<file path="src/rtl/rsthub_pkg.sv">
package rsthub_pkg;

  typedef enum logic [1:0] {
    CAUSE_POWER = 2'd0,
    CAUSE_PIN   = 2'd1,
    CAUSE_WDOG  = 2'd2,
    CAUSE_ADDR  = 2'd3
  } cause_e;

  // Highest-priority active source; lower code wins.
  function automatic cause_e pick_cause(input logic por, input logic pin,
                                        input logic wdg, input logic adr);
    cause_e c;
    if (por)      c = CAUSE_POWER;
    else if (pin) c = CAUSE_PIN;
    else if (wdg) c = CAUSE_WDOG;
    else          c = CAUSE_ADDR;
    return c;
  endfunction

endpackage

</file>
<file path="src/rtl/rsthub_por.sv">
module rsthub_por #(
  parameter int POR_CYCLES = 4064
) (
  input  logic clk,
  input  logic osc_ok,
  output logic por_busy
);
  localparam int CW = $clog2(POR_CYCLES + 1);
  localparam logic [CW-1:0] LAST = CW'(POR_CYCLES);

  logic [CW-1:0] cnt_q;

  always_ff @(posedge clk) begin
    if (!osc_ok)            cnt_q <= '0;
    else if (cnt_q != LAST) cnt_q <= cnt_q + 1'b1;
  end

  assign por_busy = (cnt_q != LAST);
endmodule

</file>
<file path="src/rtl/rsthub_pin_qual.sv">
module rsthub_pin_qual #(
  parameter int PIN_SAMPLES = 3
) (
  input  logic clk,
  input  logic osc_ok,
  input  logic pin_n,
  output logic pin_low
);
  localparam int RW = $clog2(PIN_SAMPLES + 1);
  localparam logic [RW-1:0] SAT = RW'(PIN_SAMPLES);

  logic          neg_q;   // sample taken half a cycle before each rising edge
  logic [RW-1:0] run_q;   // consecutive low samples, saturating
  logic [RW-1:0] run_mid;
  logic [RW-1:0] run_nxt;

  always_ff @(negedge clk) begin
    if (!osc_ok) neg_q <= 1'b1;
    else         neg_q <= pin_n;
  end

  always_comb begin
    if (neg_q)             run_mid = '0;
    else if (run_q == SAT) run_mid = SAT;
    else                   run_mid = run_q + 1'b1;

    if (pin_n)               run_nxt = '0;
    else if (run_mid == SAT) run_nxt = SAT;
    else                     run_nxt = run_mid + 1'b1;
  end

  always_ff @(posedge clk) begin
    if (!osc_ok) run_q <= '0;
    else         run_q <= run_nxt;
  end

  assign pin_low = (run_q == SAT);
endmodule

</file>
<file path="src/rtl/rsthub_wdog.sv">
module rsthub_wdog #(
  parameter int          WDOG_CYCLES = 32768,
  parameter int          AW          = 12,
  parameter logic [11:0] WDOG_ADDR   = 12'hFF0
) (
  input  logic                            clk,
  input  logic                            osc_ok,
  input  logic                            in_rst,
  input  logic [AW-1:0]                   bus_addr,
  input  logic                            bus_wr,
  input  logic                            bus_wbit0,
  output logic                            wd_hit,
  output logic                            wd_clear,
  output logic [$clog2(WDOG_CYCLES)-1:0]  wd_count
);
  localparam int CW = $clog2(WDOG_CYCLES);
  localparam logic [CW-1:0] LAST = CW'(WDOG_CYCLES - 1);

  logic [CW-1:0] cnt_q;

  assign wd_clear = !in_rst && bus_wr && (bus_addr == AW'(WDOG_ADDR)) && !bus_wbit0;
  assign wd_hit   = !in_rst && !wd_clear && (cnt_q == LAST);

  always_ff @(posedge clk) begin
    if (!osc_ok || in_rst || wd_clear || wd_hit) cnt_q <= '0;
    else                                          cnt_q <= cnt_q + 1'b1;
  end

  assign wd_count = cnt_q;
endmodule

</file>
<file path="src/rtl/rsthub_addr_chk.sv">
module rsthub_addr_chk #(
  parameter int                     AW      = 12,
  parameter int                     NUM_WIN = 2,
  parameter logic [NUM_WIN*AW-1:0]  WIN_LO  = {12'h700, 12'h090},
  parameter logic [NUM_WIN*AW-1:0]  WIN_HI  = {12'hEFF, 12'h0FF}
) (
  input  logic          en,
  input  logic          bus_fetch,
  input  logic [AW-1:0] bus_addr,
  output logic          ill_hit
);
  logic [NUM_WIN-1:0] in_win;

  for (genvar i = 0; i < NUM_WIN; i++) begin : g_win
    assign in_win[i] = (bus_addr >= WIN_LO[i*AW +: AW]) &&
                       (bus_addr <= WIN_HI[i*AW +: AW]);
  end

  assign ill_hit = en && bus_fetch && (in_win == '0);
endmodule

</file>
<file path="src/rtl/mcu_reset_hub.sv">
module mcu_reset_hub
  import rsthub_pkg::*;
#(
  parameter int                    POR_CYCLES  = 4064,
  parameter int                    WDOG_CYCLES = 32768,
  parameter int                    MIN_PULSE   = 4,
  parameter int                    PIN_SAMPLES = 3,
  parameter int                    AW          = 12,
  parameter int                    DW          = 8,
  parameter logic [11:0]           WDOG_ADDR   = 12'hFF0,
  parameter int                    NUM_WIN     = 2,
  parameter logic [NUM_WIN*AW-1:0] WIN_LO      = {12'h700, 12'h090},
  parameter logic [NUM_WIN*AW-1:0] WIN_HI      = {12'hEFF, 12'h0FF}
) (
  input  logic          clk,
  input  logic          osc_ok,
  input  logic          pin_n,
  input  logic [AW-1:0] bus_addr,
  input  logic          bus_wr,
  input  logic [DW-1:0] bus_wdata,
  input  logic          bus_fetch,
  input  logic [DW-1:0] nv_rdata,
  output logic          sys_rst,
  output logic [1:0]    rst_cause,
  output logic [DW-1:0] ctl_rdata
);
  localparam int HW  = $clog2(MIN_PULSE + 1);
  localparam int WCW = $clog2(WDOG_CYCLES);

  logic           por_busy, pin_low, wd_hit, wd_clear, ill_hit;
  logic [WCW-1:0] wd_count;
  logic [HW-1:0]  hold_q, hold_nxt;
  logic           rst_q;
  cause_e         cause_q, cause_src, cause_nxt;
  logic           evt, src_any;
  logic           unused_wdata_hi;

  assign unused_wdata_hi = ^bus_wdata[DW-1:1];

  rsthub_por #(.POR_CYCLES(POR_CYCLES)) u_por (
    .clk(clk), .osc_ok(osc_ok), .por_busy(por_busy));

  rsthub_pin_qual #(.PIN_SAMPLES(PIN_SAMPLES)) u_pin (
    .clk(clk), .osc_ok(osc_ok), .pin_n(pin_n), .pin_low(pin_low));

  rsthub_wdog #(.WDOG_CYCLES(WDOG_CYCLES), .AW(AW), .WDOG_ADDR(WDOG_ADDR)) u_wdog (
    .clk(clk), .osc_ok(osc_ok), .in_rst(rst_q), .bus_addr(bus_addr),
    .bus_wr(bus_wr), .bus_wbit0(bus_wdata[0]), .wd_hit(wd_hit),
    .wd_clear(wd_clear), .wd_count(wd_count));

  rsthub_addr_chk #(.AW(AW), .NUM_WIN(NUM_WIN), .WIN_LO(WIN_LO), .WIN_HI(WIN_HI)) u_addr (
    .en(!rst_q), .bus_fetch(bus_fetch), .bus_addr(bus_addr), .ill_hit(ill_hit));

  assign evt     = pin_low | wd_hit | ill_hit;
  assign src_any = por_busy | evt;

  always_comb begin
    if (evt)              hold_nxt = HW'(MIN_PULSE);
    else if (hold_q != 0) hold_nxt = hold_q - 1'b1;
    else                  hold_nxt = '0;

    cause_src = pick_cause(por_busy, pin_low, wd_hit, ill_hit);
    cause_nxt = cause_q;
    if (src_any) begin
      if (!rst_q || (cause_src < cause_q)) cause_nxt = cause_src;
    end
  end

  always_ff @(posedge clk) begin
    if (!osc_ok) begin
      rst_q   <= 1'b1;
      hold_q  <= '0;
      cause_q <= CAUSE_POWER;
    end else begin
      rst_q   <= por_busy | (hold_nxt != 0);
      hold_q  <= hold_nxt;
      cause_q <= cause_nxt;
    end
  end

  assign sys_rst   = rst_q;
  assign rst_cause = cause_q;
  assign ctl_rdata = nv_rdata;
endmodule

</file>
<file path="config.mk">
export PLATFORM = sky130hd
export DESIGN_NAME = mcu_reset_hub
export DESIGN_NICKNAME = d
export VERILOG_FILES = /design/src/rtl/rsthub_pkg.sv /design/src/rtl/rsthub_por.sv /design/src/rtl/rsthub_pin_qual.sv /design/src/rtl/rsthub_wdog.sv /design/src/rtl/rsthub_addr_chk.sv /design/src/rtl/mcu_reset_hub.sv
export SDC_FILE = /design/constraint.sdc
export NUM_CORES = 1
export LEC_CHECK = 0
export BUFFER_PORTS_ARGS = -buffer_cell sky130_fd_sc_hd__buf_2
export CORE_MARGIN = 2
export CORE_UTILIZATION = 40
export CTS_CLUSTER_DIAMETER = 80
export DETAILED_ROUTE_END_ITERATION = 8
export RECOVER_POWER = 50
export SLEW_MARGIN = 5
export SYNTH_ARGS = -nofsm -noshare
export SYNTH_HDL_FRONTEND = slang
export SYNTH_HIERARCHICAL = 1
export SYNTH_SLANG_ARGS = --single-unit
</file>
<file path="constraint.sdc">
create_clock -name clk -period 6.4 [get_ports clk]
set_clock_uncertainty 0.15 [all_clocks]
set_input_delay 1.28 -clock clk [delete_from_list [all_inputs] [get_ports clk]]
set_output_delay 1.28 -clock clk [all_outputs]
set_load 0.03 [all_outputs]
</file>
### Word level (Yosys, flattened, before mapping)

Index checks and enable logic that the tools add are counted.

| word-level totals | value |
|---|---|
| logic and storage cells | 57 |
| input port bits | 33 |
| flip-flop bits (word level) | 36 |
| output and inout port bits | 11 |

| operators by class | value |
|---|---|
| reductions and logical operators | 22 |
| $add $sub $neg | 5 |
| muxes and demuxes | 8 |
| bitwise operators | 5 |
| eq/ne operators | 5 |
| order comparisons | 5 |

Operators by type and width:

| cell | number |
|---|---|
| $add A15 B1 Y15 const B | 1 |
| $eq A15 B15 Y1 const B | 1 |
| $add A12 B1 Y12 const B | 1 |
| $eq A12 B12 Y1 const B | 1 |
| $ge A12 B11 Y1 const B | 1 |
| $ge A12 B8 Y1 const B | 1 |
| $le A12 B12 Y1 const B | 1 |
| $le A12 B8 Y1 const B | 1 |
| $ne A12 B12 Y1 const B | 1 |
| $mux W2 | 5 |
| $logic_and A1 B1 Y1 | 9 |
| $mux W3 | 2 |
| $reduce_bool A3 Y1 | 2 |
| $add A2 B1 Y2 const B | 2 |
| $eq A2 B2 Y1 const B | 2 |
| $logic_not A1 Y1 | 4 |
| $logic_or A1 B1 Y1 | 4 |
| $or A1 B1 Y1 | 4 |
| $sub A3 B1 Y3 const B | 1 |
| $logic_not A2 Y1 | 1 |
| $lt A2 B2 Y1 | 1 |
| $reduce_and A2 Y1 | 1 |
| $reduce_or A2 Y1 | 1 |
| $mux W1 | 1 |
| $not A1 Y1 | 1 |

### Logic depth before layout (Yosys ltp)

Gate-level depths: netlist (run 1).

| logic depth | value |
|---|---|
| depth in word-level cells | 13 |
| mapped depth | 9 |
| mapped depth without buffers | 9 |

### Modules after synthesis

The synthesis (run 1) kept the hierarchy.

By module, submodules not included:

| module | instances | seq. area each (um^2) | area an instance (um^2) | cells each |
|---|---|---|---|---|
| rsthub_wdog | 1 | 300.3 | 724.4 | 77 |
| rsthub_por | 1 | 240.2 | 590.6 | 65 |
| mcu_reset_hub | 1 | 120.1 | 387.9 | 48 |
| rsthub_pin_qual | 1 | 60.1 | 96.3 | 9 |
| rsthub_addr_chk | 1 | 0.0 | 40.0 | 6 |

==> results of run 1 <==
[cell type report]
cell class	instances	area, um^2
Fill cell	447	2371
Multi-Input combinational cell	147	982.2
Timing Repair Buffer	20	96.34
Clock inverter	4	46.29
Clock buffer	5	68.82
Tap cell	52	65.06
Sequential cell	36	720.7
Inverter	9	33.78
[per-layer routing]
metal | GRT usage | part of all wire | vias to the layer above
met5 | 0 | 0 | -
met4 | 0.06709 | 0.017 | 0
met3 | 0.03797 | 0.029 | 7
met2 | 0.2130 | 0.46 | 11
met1 | 0.1704 | 0.49 | 646
li1 | - | - | 758
[synthesized netlist by cell type (all sizes together)]
library cell  instances  share of area
a211oi                1         0.0041
a21bo                 1         0.0054
a21oi                 9          0.024
a2bb2oi               1         0.0048
a311oi                1         0.0048
a41oi                 1         0.0048
and2                  3          0.010
and3                  4          0.014
and4                  5          0.024
buf                  11          0.049
clkbuf                1         0.0020
clkinv                1         0.0020
dfxtp                36           0.39
ha                    6          0.041
inv                   9          0.018
mux2i                 1         0.0054
nand2                13          0.027
nand2b                2          0.011
nand3                 9          0.031
nand3b                3          0.012
nand4                 8          0.039
nand4b                1         0.0048
nor2                 20          0.041
nor2b                 3          0.010
nor3                  7          0.022
nor4                  3          0.010
nor4bb                1         0.0054
o211ai                2          0.011
o21a                  1         0.0041
o21ai                 7          0.019
o22ai                 1         0.0034
o31a                  1         0.0048
o31ai                 4          0.016
or3                   6          0.020
or3b                  1         0.0048
or4                   5          0.020
or4b                  1         0.0054
xnor2                 2         0.0095
xor2                 13          0.062
[path summary, 6_finish.rpt]
kind	from	end	slack, ns	cells past startpoint
setup / recovery	osc_ok	u_pin/neg_q	1.39	2
hold / removal	u_wdog/wd_count[0]	u_wdog/wd_count[0]	0.29	1
setup reg to reg	u_pin/neg_q	u_pin/run_q[0]	2.41	2
hold reg to reg	u_wdog/wd_count[0]	u_wdog/wd_count[0]	0.29	1
[cells by family after synthesis]
logic type      count (synthesis)
simple gates                   95
flops                          36
compound gates                 30
buf+inv                        22
xor+xnor                       15
fa+ha+maj                       6
mux                             1
[worst register-to-register path: cells and delay by family (launching register included)]
| kind | cells | cell delay [ns] |
|---|---|---|
| flops | 1 | 0.30 |
| simple gates | 2 | 0.19 |
[metrics by stage]
step | std cells | hold WS (ns) | total power [mW] | instance area (um^2)
after detailed placement | 265 | 0.2809 | 0.2538 | 1911
after CTS | 273 | 0.2937 | 0.4563 | 2022
final | 273 | 0.2902 | 0.4484 | 2013
after global routing | 273 | 0.3149 | 0.4694 | 2013
after floorplan | 205 | 0.2606 | 0.2538 | 1839
after global placement | 265 | 0.2770 | 0.2534 | 1911
[power by group]
part / internal, mW / switching (mW)
Sequential: 0.226 / 0.00229
Combinational: 0.00863 / 0.00915
Clock: 0.116 / 0.0858
[registers in the layout, indices dropped and copies added, names as in the netlist]
name	flops
u_wdog/wd_count	15
u_por/cnt_q	12
hold_q	3
rst_cause	2
u_pin/run_q	2
sys_rst	1
u_pin/neg_q	1
==> flow_summary_export.csv, run 1 <==
group,metric,value,unit
critical_path,cp-end-kind,"register",
route,via_per_inst,5.209,
clocking,cts_tree,"done",
synthesis,synth-simple-area-share,0.3122,
clocking,cts_buffer_depth,2,
clocking,cts_resized,0,
route,detail-route-antenna-nets,0,
synthesis,synthDistinctLibCells,48,
placement,place_ws,1.302,ns
power,power.density,222.7,nW/um^2
timing,rsz0062_at_grt,"false",
timing,timing.final.ws_setup,1.394,ns
floorplanning,core_area,4384,um^2
floorplanning,die_y,71.81,um
grt,antenna_found_initial,0,
clocking,htree_levels,2,
route,routed_wl,3.155,mm
critical_path,critPathMaxStageDelay,0.48,ns
synthesis,yosys_warnings,6,
clocking,worst_skew_pair.late_latency,0.34,ns
route,drt_iter0_drc,54,
timing,setup_tns,0,ns
power,ir_drop,0.1424,mV
final_layout,final_core_util,0.4592,
clocking,cts-buffers-inserted,5,
clocking,cts.sinks,36,
placement,port_buffers,20,
synthesis,synthAdderAreaFrac,0.04082,
critical_path,critPathTopFamily,"buffers and inverters",
critical_path,path_buf_inv,1,
timing,tightestPinTransition,1.044,ns
synthesis,syn_avg_cell_area,8.972,um^2
synthesis,synth_compound_area_frac,0.1068,
final_layout,layout_commonest_cell,"dfxtp_1",
timing,setup_violations,0,
final_layout,antenna_cells,0,
final_layout,area_growth,9.456,%
timing,slew_viol_final,0,
route,num_vias,1422,
hold_path,hold_class,"reg2reg",
critical_path,path_class,"in2reg",
route,drc_errors,0,
grt,grt_pass1_wl,5.520,mm
floorplanning,io-pin-count,44,
synthesis,synth_top_family_by_area,"simple AND/OR/NAND/NOR gates",
grt,grt_pass1_vias,1332,
route,drt-pass1-iter-count,6,
run,max_cap_viol_count,0,
final_layout,nets,259,
grt,grt_max_degree,15,
clocking,path_clk_slew,0.08,ns
clocking,hold_buffers,0,
grt,grtUsageTotal,0.1355,
clocking,root_buffer,"clkbuf_8",
critical_path,cp_max_fo,14,
synthesis,synthMuxAreaShare,0.005442,
critical_path,worstPathCellList,"clkbuf_1 > nand2b_4",
floorplanning,die_w,71.81,um
power,power.leakage,0.7475,nW
synthesis,syn-cell-area,1839,um^2
route,detail_route.wl_per_cell,11.56,um
grt,grt_overflow_total,0,
placement,gp_congestion,0.7364,
final_layout,final_cell_mix,"dfxtp_1 (36), nor2_1 (20), buf_2 (17)",
synthesis,synth_nets,244,
synthesis,synthCells,205,
timing,relSlewSlack,0.3012,
floorplanning,dieArea,5157,um^2
critical_path,start_kind,"primary input",
timing,timing.final.hold_violations,0,
critical_path,critPathArrivalTime,1.86,ns
final_layout,drive_gt1_frac,0.1448,
floorplanning,start_util,0.4195,
critical_path,worstPathRequired,3.25,ns
synthesis,synthXorXnorAreaFrac,0.07143,
outcome,status,"completed",
placement,place_hpwl,2.279,mm
synthesis,synth-seq-cells,36,
clocking,cts_setup_buffers,0,
critical_path,cpMaxStageDelayCell,"clkbuf_1",
synthesis,yosysSeqAreaShare,0.3918,
floorplanning,num_rows,24,
No activity file was read; power rests on OpenSTA's default activity.
==> run 2: changes to the inputs <==
==> constraint.sdc (replaced) <==
create_clock -name clk -period 4.55 [get_ports clk]
set_clock_uncertainty 0.15 [all_clocks]
set_input_delay 0.91 -clock clk [delete_from_list [all_inputs] [get_ports clk]]
set_output_delay 0.91 -clock clk [all_outputs]
set_load 0.03 [all_outputs]
==> run 2 against run 1 <==
Die area did not move. Cell count unchanged. Setup slack worse by 0.20 ns. Critical path depth unchanged. Via count up 0.91%. Routed wire length decreased by 0.16%. Critical path type unchanged.
==> flow_summary_export.csv, run 2 (same netlist as run 1, synthesis figures left out) <==
group,metric,value,unit
grt,antenna_found_initial,0,
floorplanning,die_w,71.81,um
clocking,worst_skew_pair.late_latency,0.33,ns
floorplanning,die_y,71.81,um
power,power.density,280.9,nW/um^2
floorplanning,num_rows,24,
run,max_cap_viol_count,0,
critical_path,path_class,"in2reg",
critical_path,cpMaxStageDelayCell,"clkbuf_1",
timing,slew_viol_final,0,
critical_path,cp-end-kind,"register",
critical_path,critPathMaxStageDelay,0.17,ns
placement,place_inst,266,
route,drt-pass1-iter-count,4,
route,num_vias,1435,
clocking,cts_buffer_depth,2,
final_layout,final_core_util,0.4523,
route,drt_iter0_drc,37,
critical_path,critPathArrivalTime,1.15,ns
clocking,cts_resized,0,
clocking,htree_levels,2,
final_layout,layout_commonest_cell,"dfxtp_1",
floorplanning,dieArea,5157,um^2
route,drc_errors,0,
floorplanning,start_util,0.4195,
grt,grt_pass1_wl,5.602,mm
final_layout,largest_register_ffs,15,
power,ir_drop,0.1346,mV
critical_path,cp_max_fo,3,
clocking,cts_tree,"done",
critical_path,worstPathRequired,2.35,ns
placement,port_buffers,20,
grt,grt_overflow_total,0,
timing,timing.final.hold_violations,0,
floorplanning,io-pin-count,44,
route,detail-route-antenna-nets,0,
final_layout,nets,260,
grt,grt_pass1_vias,1311,
timing,relSlewSlack,0.5851,
hold_path,hold_class,"reg2reg",
timing,rsz0062_at_grt,"false",
critical_path,start_kind,"primary input",
clocking,root_buffer,"clkbuf_8",
final_layout,drive_gt1_frac,0.1357,
final_layout,fin_cells,273,
critical_path,critPathTopFamily,"buffers and inverters",
route,via_per_inst,5.256,
timing,tightestPinTransition,0.6206,ns
grt,grt_max_degree,15,
clocking,cts-buffers-inserted,5,
route,detail_route.wl_per_cell,11.54,um
critical_path,worstPathCellList,"clkbuf_1 > nand2b_4",
outcome,status,"completed",
placement,gp_congestion,0.7274,
power,power.leakage,0.7411,nW
critical_path,path_buf_inv,1,
timing,setup_tns,0,ns
grt,grtUsageTotal,0.1370,
clocking,hold_buffers,0,
final_layout,antenna_cells,0,
floorplanning,core_area,4384,um^2
clocking,cts.sinks,36,
clocking,path_clk_slew,0.06,ns
final_layout,area_growth,7.823,%
route,routed_wl,3.150,mm
final_layout,final_cell_mix,"dfxtp_1 (36), nor2_1 (20), buf_2 (17)",
timing,setup_violations,0,
placement,place_hpwl,2.359,mm
clocking,cts_setup_buffers,0,
timing,whs,0.2936,ns
-- run 2: cell types whose count changed in the layout (fill, tap and decap cells not counted), sizes merged --
cell      change
clkbuf        +2
bufinv        -1
clkinvlp      -1
-- run 2: routing by layer --
| metal | up-vias | GRT usage | wire length (um) |
|---|---|---|---|
| met3 | 9 | 0.03797 | 90 |
| met5 | - | 0 | 0 |
| met4 | 0 | 0.06709 | 61 |
| li1 | 763 | - | - |
| met2 | 14 | 0.2171 | 1455 |
| met1 | 649 | 0.1713 | 1542 |
-- run 2: stage by stage --
stage	setup WS, ns	total power, mW	area, um^2
floorplan	0.9779	0.3570	1839
global placement	0.8723	0.3573	1918
detailed placement	0.8691	0.3576	1918
CTS	1.221	0.5678	1996
global route	1.199	0.5864	1983
finish	1.193	0.5571	1983
-- run 2: where the power goes --
| part | switching, mW | leakage, nW | internal (mW) |
|---|---|---|---|
| Sequential | 0.00329 | 0.291 | 0.319 |
| Combinational | 0.0123 | 0.404 | 0.0122 |
| Clock | 0.105 | 0.0464 | 0.105 |
| Total | 0.121 | 0.741 | 0.436 |
-- run 2: path summary, 6_finish.rpt --
path | start | to | slack, ns | depth (start not counted)
worst min register to register | u_wdog/wd_count[0] | u_wdog/wd_count[0] | 0.29 | 1
worst min-delay path | u_wdog/wd_count[0] | u_wdog/wd_count[0] | 0.29 | 1
worst max-delay path | osc_ok | u_pin/neg_q | 1.19 | 2
worst max register to register | u_pin/neg_q | u_pin/run_q[0] | 1.48 | 2
-- run 2: worst register-to-register path, delay by kind of cell, from the launching register on --
kind / cells / cell delay (ns)
DFF: 1 / 0.30
and+or+nand+nor: 2 / 0.20
-- run 2: layout make-up --
class                   instances  area, um^2
fillers                       443        2401
multi-input cells             147       982.2
flip-flops and latches         36       720.7
repair buffers                 21       100.1
clock buffers                   6       72.57
well taps                      52       65.06
inverters                       9       33.78
clock inverters                 2       8.758
